### config.mk
export PLATFORM = sky130hd
export DESIGN_NAME = evt_counter
export DESIGN_NICKNAME = d
export VERILOG_FILES = /design/src/rtl/evc_pkg.sv /design/src/rtl/evc_sync.sv /design/src/rtl/evc_qualifier.sv /design/src/rtl/evc_counter.sv /design/src/rtl/evt_counter.sv
export SDC_FILE = /design/constraint.sdc
export NUM_CORES = 1
export LEC_CHECK = 0
export BUFFER_PORTS_ARGS = -buffer_cell sky130_fd_sc_hd__buf_2
export CAP_MARGIN = 5
export CORE_ASPECT_RATIO = 0.8
export CORE_MARGIN = 8
export CORE_UTILIZATION = 40
export DETAILED_ROUTE_END_ITERATION = 16
export SLEW_MARGIN = 20
export SYNTH_ARGS = -nofsm -noshare
export SYNTH_HDL_FRONTEND = slang
export SYNTH_SLANG_ARGS = --single-unit
### constraint.sdc
create_clock -name clk -period 1.85 [get_ports clk]
set_input_delay 0.37 -clock clk [delete_from_list [all_inputs] [get_ports clk]]
set_output_delay 0.37 -clock clk [all_outputs]
set_load 0.02 [all_outputs]
### src/rtl/evc_pkg.sv
package evc_pkg;

  typedef enum logic [1:0] {
    EDGE_RISE = 2'b00,
    EDGE_FALL = 2'b01,
    EDGE_BOTH = 2'b10,
    EDGE_OFF  = 2'b11
  } edge_mode_e;

  // Decide whether a qualified edge pulse counts under the given mode.
  function automatic logic edge_hit(edge_mode_e mode, logic rise, logic fall);
    case (mode)
      EDGE_RISE: return rise;
      EDGE_FALL: return fall;
      EDGE_BOTH: return rise | fall;
      default:   return 1'b0;
    endcase
  endfunction

endpackage

### src/rtl/evc_sync.sv
module evc_sync #(
  parameter int STAGES = 2
) (
  input  logic clk,
  input  logic rst_n,
  input  logic d_i,
  output logic q_o
);
  logic [STAGES-1:0] chain_q;

  generate
    for (genvar i = 0; i < STAGES; i++) begin : g_stage
      if (i == 0) begin : g_first
        always_ff @(posedge clk or negedge rst_n)
          if (!rst_n) chain_q[0] <= 1'b0;
          else        chain_q[0] <= d_i;
      end else begin : g_next
        always_ff @(posedge clk or negedge rst_n)
          if (!rst_n) chain_q[i] <= 1'b0;
          else        chain_q[i] <= chain_q[i-1];
      end
    end
  endgenerate

  assign q_o = chain_q[STAGES-1];
endmodule

### src/rtl/evc_qualifier.sv
module evc_qualifier #(
  parameter int QUAL = 3
) (
  input  logic clk,
  input  logic rst_n,
  input  logic clr_i,
  input  logic lvl_i,
  output logic level_o,
  output logic rise_o,
  output logic fall_o
);
  localparam int RW = $clog2(QUAL + 1);
  localparam logic [RW-1:0] LAST = RW'(QUAL - 1);

  logic [RW-1:0] run_q;
  logic          level_q, rise_q, fall_q;
  logic          differs, accept;

  assign differs = (lvl_i != level_q);
  assign accept  = differs && (run_q == LAST);

  always_ff @(posedge clk or negedge rst_n) begin
    if (!rst_n) begin
      level_q <= 1'b0;
      run_q   <= '0;
      rise_q  <= 1'b0;
      fall_q  <= 1'b0;
    end else if (clr_i) begin
      level_q <= lvl_i;
      run_q   <= '0;
      rise_q  <= 1'b0;
      fall_q  <= 1'b0;
    end else begin
      rise_q <= accept && lvl_i;
      fall_q <= accept && !lvl_i;
      if (!differs)     run_q <= '0;
      else if (accept) begin
        level_q <= lvl_i;
        run_q   <= '0;
      end else          run_q <= run_q + 1'b1;
    end
  end

  assign level_o = level_q;
  assign rise_o  = rise_q;
  assign fall_o  = fall_q;

  // an accepted level was seen on the input for the full run
  a_r4_full_run: assert property (@(posedge clk) disable iff (!rst_n)
    (level_q != $past(level_q)) && !$past(clr_i)
      |-> ($past(run_q) == LAST) && ($past(lvl_i) == level_q));
  // rise and fall pulses are never simultaneous
  a_r5_one_pulse: assert property (@(posedge clk) disable iff (!rst_n)
    $onehot0({rise_q, fall_q}));
  // a pulse lasts one cycle only
  a_r4_pulse_short: assert property (@(posedge clk) disable iff (!rst_n)
    (rise_q || fall_q) |=> !(rise_q || fall_q));
endmodule

### src/rtl/evc_counter.sv
module evc_counter #(
  parameter int WIDTH = 16
) (
  input  logic             clk,
  input  logic             rst_n,
  input  logic             clr_i,
  input  logic             inc_i,
  output logic [WIDTH-1:0] count_o,
  output logic             wrap_o
);
  localparam logic [WIDTH-1:0] TOP = '1;

  logic [WIDTH-1:0] count_q;
  logic             wrap_q;

  function automatic logic [WIDTH-1:0] step(logic [WIDTH-1:0] v);
    return v + 1'b1;
  endfunction

  always_ff @(posedge clk or negedge rst_n) begin
    if (!rst_n) begin
      count_q <= '0;
      wrap_q  <= 1'b0;
    end else if (clr_i) begin
      count_q <= '0;
      wrap_q  <= 1'b0;
    end else if (inc_i) begin
      count_q <= step(count_q);
      wrap_q  <= (count_q == TOP);
    end else begin
      wrap_q  <= 1'b0;
    end
  end

  assign count_o = count_q;
  assign wrap_o  = wrap_q;

  // an increment advances by exactly one
  a_r2_step: assert property (@(posedge clk) disable iff (!rst_n)
    (inc_i && !clr_i) |=> (count_q == $past(count_q) + 1'b1));
  // no increment, no change
  a_r10_hold: assert property (@(posedge clk) disable iff (!rst_n)
    (!inc_i && !clr_i) |=> $stable(count_q));
  // clear wins and zeroes
  a_r9_clear: assert property (@(posedge clk) disable iff (!rst_n)
    clr_i |=> (count_q == '0) && !wrap_q);
  // wrap pulse only with a zero count, one cycle long
  a_r8_wrap_zero: assert property (@(posedge clk) disable iff (!rst_n)
    wrap_q |-> (count_q == '0) && ($past(count_q) == TOP));
  a_r8_wrap_once: assert property (@(posedge clk) disable iff (!rst_n)
    wrap_q |=> !wrap_q);
endmodule

### src/rtl/evt_counter.sv
module evt_counter
  import evc_pkg::*;
#(
  parameter int          WIDTH       = 16,
  parameter int          SYNC_STAGES = 2,
  parameter int          QUAL_CYCLES = 3,
  parameter int          SEL_W       = 4,
  parameter logic [3:0]  EXT_SEL     = 4'b0111
) (
  input  logic             clk,
  input  logic             rst_n,
  input  logic             evt_async_i,
  input  logic [SEL_W-1:0] src_sel_i,
  input  logic [1:0]       edge_mode_i,
  input  logic             run_i,
  input  logic             clear_i,
  input  logic             tick_i,
  output logic [WIDTH-1:0] count_o,
  output logic             wrap_o
);
  localparam logic [SEL_W-1:0] EXT_CODE = SEL_W'(EXT_SEL);

  logic       evt_sync, evt_level, evt_rise, evt_fall;
  logic       use_ext, evt_hit, count_en;
  edge_mode_e mode;

  assign mode    = edge_mode_e'(edge_mode_i);
  assign use_ext = (src_sel_i == EXT_CODE);

  evc_sync #(.STAGES(SYNC_STAGES)) u_sync (
    .clk(clk), .rst_n(rst_n), .d_i(evt_async_i), .q_o(evt_sync)
  );

  evc_qualifier #(.QUAL(QUAL_CYCLES)) u_qual (
    .clk(clk), .rst_n(rst_n), .clr_i(clear_i), .lvl_i(evt_sync),
    .level_o(evt_level), .rise_o(evt_rise), .fall_o(evt_fall)
  );

  assign evt_hit  = edge_hit(mode, evt_rise, evt_fall);
  assign count_en = run_i && (use_ext ? evt_hit : tick_i);

  evc_counter #(.WIDTH(WIDTH)) u_cnt (
    .clk(clk), .rst_n(rst_n), .clr_i(clear_i), .inc_i(count_en),
    .count_o(count_o), .wrap_o(wrap_o)
  );

  // with an internal source and no tick, the event pin cannot move the count
  a_r3_evt_ignored: assert property (@(posedge clk) disable iff (!rst_n)
    (!use_ext && !tick_i && !clear_i) |=> $stable(count_o));
  // with the external source, a tick alone cannot move the count
  a_r2_tick_ignored: assert property (@(posedge clk) disable iff (!rst_n)
    (use_ext && !evt_rise && !evt_fall && !clear_i) |=> $stable(count_o));
  // disabled edge mode freezes the external count
  a_r5_mode_off: assert property (@(posedge clk) disable iff (!rst_n)
    (use_ext && mode == EDGE_OFF && !clear_i) |=> $stable(count_o));
  // run low holds the count
  a_r10_stopped: assert property (@(posedge clk) disable iff (!rst_n)
    (!run_i && !clear_i) |=> $stable(count_o));
  // qualified level follows the synchronized input only after it settles
  a_r4_level_src: assert property (@(posedge clk) disable iff (!rst_n)
    $rose(evt_level) && !$past(clear_i) |-> $past(evt_sync));
endmodule

## Yosys cells after proc, flatten, opt, wreduce, memory -nomap -nowiden

Cells that the tools add are included.

- Logic and storage cells: 41
- Memories kept: 0
- RAM bits: 0
- Output and inout bits: 17
- Flip-flop bits (word level): 24
- ROM bits: 0
- Bits in latches: 0

- Multipliers: 0
- Add/sub/neg operators: 2
- Reduce and logical (&&, ||, !) cells: 10
- Shift operators: 0
- Equality and inequality tests: 6
- Bitwise logic cells: 1
- Magnitude comparators: 0
- Divide/modulo/power cells: 0
- Multiplexer cells: 14

Operators by type and width:

| operator | number |
|---|---|
| $mux W16 | 2 |
| $add A16 B1 Y16 const B | 1 |
| $eq A16 B16 Y1 const B | 1 |
| $mux W1 | 8 |
| $mux W2 | 3 |
| $reduce_bool A2 Y1 | 3 |
| $eq A2 B2 Y1 const B | 2 |
| $eq A4 B3 Y1 const B | 1 |
| $logic_and A1 B1 Y1 | 4 |
| $pmux W1 S3 | 1 |
| $add A2 B1 Y2 const B | 1 |
| $eq A2 B1 Y1 const B | 1 |
| $logic_not A2 Y1 | 1 |
| $reduce_and A2 Y1 | 1 |
| $logic_not A1 Y1 | 1 |
| $ne A1 B1 Y1 | 1 |
| $or A1 B1 Y1 | 1 |

## Logic depth before layout (Yosys ltp)

- Depth in word-level cells: 6
- Depth in mapped cells: 5

## Cells and area by module

Synthesis repeated with hierarchy kept, for this count alone.

- Cells, all modules: 106
- Area, all modules: 1158.6 sq um

By module, submodules not included:

| module | area an instance (sq um) | cells an instance | sequential area each (sq um) | instances |
|---|---|---|---|---|
| evc_counter | 834.6 | 81 | 425.4 | 1 |
| evc_qualifier | 210.2 | 16 | 125.1 | 1 |
| evt_counter | 63.8 | 7 | 0.0 | 1 |
| evc_sync | 50.0 | 2 | 50.0 | 1 |

## Worst setup path before layout

OpenSTA, ideal clock, no wires.

- Path type: register to register
- From: register u_cnt.count_q[3] (netlist: u_cnt.count_o[3])
- To: register u_cnt.count_q[14] (netlist: u_cnt.count_o[14])
- Path buffers: 0
- Cell stages (with the launch flop): 5
- Setup time: 0.128 ns
- Arrival time: 1.655 ns
- Data required time: 1.722 ns
- Setup slack: 0.067 ns
- Cell sequence: dfrtp_1 > and4_4 > nand4_4 > a2111oi_4 > mux2_1

- Cells in the longest elaborated chain, start to end: 3

RTL lines:

| what | RTL line | source |
|---|---|---|
| start, declared | evc_counter.sv:13 | `logic [WIDTH-1:0] count_q;` |
| start signal, assigned | evc_counter.sv:28 | `count_q <= step(count_q);` |
| $add A16 B1 Y16 | evc_counter.sv:17 | `return v + 1'b1;` |
| $mux W16 | evc_counter.sv:27 | `end else if (inc_i) begin` |
| $mux W16 | evc_counter.sv:24 | `end else if (clr_i) begin` |

Every way passes these cells. The select of a mux whose other input is x is not followed.
A chain may end at the register's enable or synchronous reset.

## Worst setup path in the final report

- From: register u_cnt.count_q[5] (netlist: u_cnt.count_o[5])
- To: register u_cnt.count_q[15] (netlist: u_cnt.count_o[15])

The elaborated chain is that of the path after synthesis.

==> flow_summary.ini <==
[status]
status = finished clean

[clock_tree]
numCtsBuffers = 3
clk_latency_ps = 270
postCtsResizedCells = 0
root_buffer = clkbuf_8
path_clk_slew_ps = 90
cts_setup_buffers = 0
clockBufferDepth = 2
cts_tree = yes
cts.sinks = 24
postCtsHoldBufs = 0
htreeDepth = 1

[place]
placed_area_um2 = 1620
io_buffers = 28
dp_hpwl_um = 2260
place_inst = 208
gp_congestion = 0.838

[finish]
final_cell_area_um2 = 1690
utilization_pct = 49.6
final_cells = 212
antenna_cells = 0
nets = 184
seq_area_um2 = 601
fillers = 310
drive_gt1_share_pct = 35.9
syn2layout_area_growth_pct = 20.4
multi_input_comb_area_um2 = 751

[floorplanning]
coreArea_um2 = 3400
die_y_um = 68.9
start_util_pct = 41.2
io_pins = 29
die_w_um = 82.2
dieArea_um2 = 5670
placementRows = 19

[detailed_routing]
viasPerCell = 5.21
wl_per_cell_um = 14.3
vias = 1104
drc = 0
routed_wl_um = 3030
antenna_left = 0
firstDrtPassIters = 4
drtIter0Drc = 30

[worst_setup_path]
worst-path-buf-inv = 0
path_max_fanout = 7
crit_chain = and4_4, nand4_4, a2111oi_4, mux2_1
crit_type = reg2reg
worstPathRequired_ps = 2010
r2r_slack_ps = 130
start_kind = register
critPathCaptureType = register
cpPeakStageDelay_ps = 410
crit_family = simple AND/OR/NAND/NOR gates
worstPathArrival_ps = 1880
cp_slowest_cell = dfrtp_1

[synthesis]
synthArstFlopShare_pct = 100
synth_area_um2 = 1400
ys_types = 31
syn_nets = 151
synth_enable_flop_cells = 0
ys.flop_type = dfrtp_1
synth_top_area_share_pct = 42.9
synth.avg_cell_area_um2 = 10.2
netlist_instances = 138
ys_seq_area_share_pct = 42.9
ys_seq_elements = 24
yosys_warnings = 0
yosysTopAreaCell = dfrtp_1
ys_top_cells_by_area = dfrtp_1 (43%), mux2_2 (9.6%), nor2b_1 (6.3%)

[power]
finalPower_w = 0.00109
vdd_drop_max_uv = 354
power.density_nw_per_um2 = 647
leakage_nw = 0.794

[global_routing]
grt.total_usage_pct = 11.8
grt_pass1_vias = 1133
overflow = 0
grt_max_degree = 37
antenna_found_initial = 0
grt_pass1_wl_um = 5130

[flow_run]
maxCapViolations = 0

[sta]
max-slew-margin-rel_pct = 61.5
tns_ps = 0
hold_viol_final = 0
setup_violations = 0
fin_skew_ps = 3.66
rsz0062_at_grt = no
fin_crit_ps = 1720
worst_pin_slew_ps = 578
timing.final.crit_share_pct = 93.1
slew_violations = 0
fmax_mhz = 580

[min_path]
hp-class = in2async
metal layers:
metal | wire length, um | up-vias | GRT usage [%] | part of all wire, %
met4 | 19 | 0 | 4.37 | 0.63
li1 | - | 554 | - | -
met3 | 155 | 2 | 2.98 | 5.1
met1 | 1360 | 522 | 14.1 | 45
met2 | 1490 | 26 | 20.1 | 49
met5 | 0 | - | 0 | 0
layout make-up:
cell class | instances | area share, %
clock buffers | 3 | 2.45
clock inverters | 1 | 1.78
repair buffers | 36 | 11.9
inverters | 3 | 0.668
well taps | 42 | 3.12
flip-flops and latches | 24 | 35.6
multi-input cells | 103 | 44.5
flip-flops by register name, summed over array words and instances, names as in the netlist:
name,cells
u_cnt.count_o,16
u_cnt.wrap_o,1
u_qual.fall_o,1
u_qual.level_o,1
u_qual.rise_o,1
u_qual.run_q,2
u_sync.chain_q,1
u_sync.q_o,1
per-stage QoR:
stage	worst slack, ps	hold WS, ps
finish	127	76.5
global route	11.8	107
CTS	81.5	96.0
detailed placement	-84.8	351
global placement	-57.4	338
floorplan	67.2	74.4
power breakdown:
part / total, W / switching [W] / internal (W) / leakage, nW
logic: 0.0000825 / 0.0000532 / 0.0000293 / 0.432
clock network: 0.000467 / 0.000178 / 0.000289 / 0.0357
registers: 0.000542 / 0.00000736 / 0.000534 / 0.327
total: 0.00109 / 0.000238 / 0.000853 / 0.794
logic make-up after synthesis:
group	share of synthesized area [%]
adder cells (fa/ha/maj)	0.893
flip-flops	42.9
AND/OR/NAND/NOR	25.6
buffers and inverters	3.57
AO/OA/AOI/OAI	13.5
multiplexers	13.6
cells in the final DEF, fill, tap and decap left out, types with 2 or more instances in the layout:
cell type / netlist / layout
a211oi_1: 2 / 2
nand2b_1: 5 / 5
a211oi_2: 3 / 3
a21oi_1: 8 / 8
buf_2: 1 / 28
buf_4: 0 / 8
clkbuf_8: 0 / 3
a2111oi_0: 2 / 2
and3_1: 2 / 2
nor2_1: 21 / 21
nand4_1: 5 / 5
mux2_1: 4 / 4
nand2_1: 7 / 7
inv_1: 3 / 3
a2111oi_4: 2 / 2
nor2b_1: 14 / 14
dfrtp_1: 24 / 24
and4_1: 2 / 2
mux2_2: 12 / 12
nand3_1: 4 / 4
worst register-to-register path, cell delays in order (launching register included):
cell	delay (ps)
dfrtp_1	410
and4_4	280
nand4_4	200
a2111oi_4	380
mux2_1	350
path summary, 6_finish.rpt:
check | end | cells after the start | startpoint
max reg2reg | u_cnt.count_o[15] | 4 | u_cnt.count_o[5]
min | u_cnt.wrap_o | 1 | rst_n
min reg2reg | u_sync.q_o | 0 | u_sync.chain_q[0]
max in group asynchronous | u_cnt.count_o[5] | 1 | rst_n
max | u_cnt.count_o[15] | 4 | u_cnt.count_o[5]
min in group clk | u_sync.chain_q[0] | 1 | evt_async_i
synthesized netlist by cell type, drive strengths merged, types with 4 or more instances:
cell type	instances
nor2b	14
nand3	4
clkbuf	5
nand2	7
a21oi	8
a2111oi	4
dfrtp	24
nand4	6
mux2	16
a211oi	5
nand2b	5
nor2	21
(Power assumes the default switching activity.)
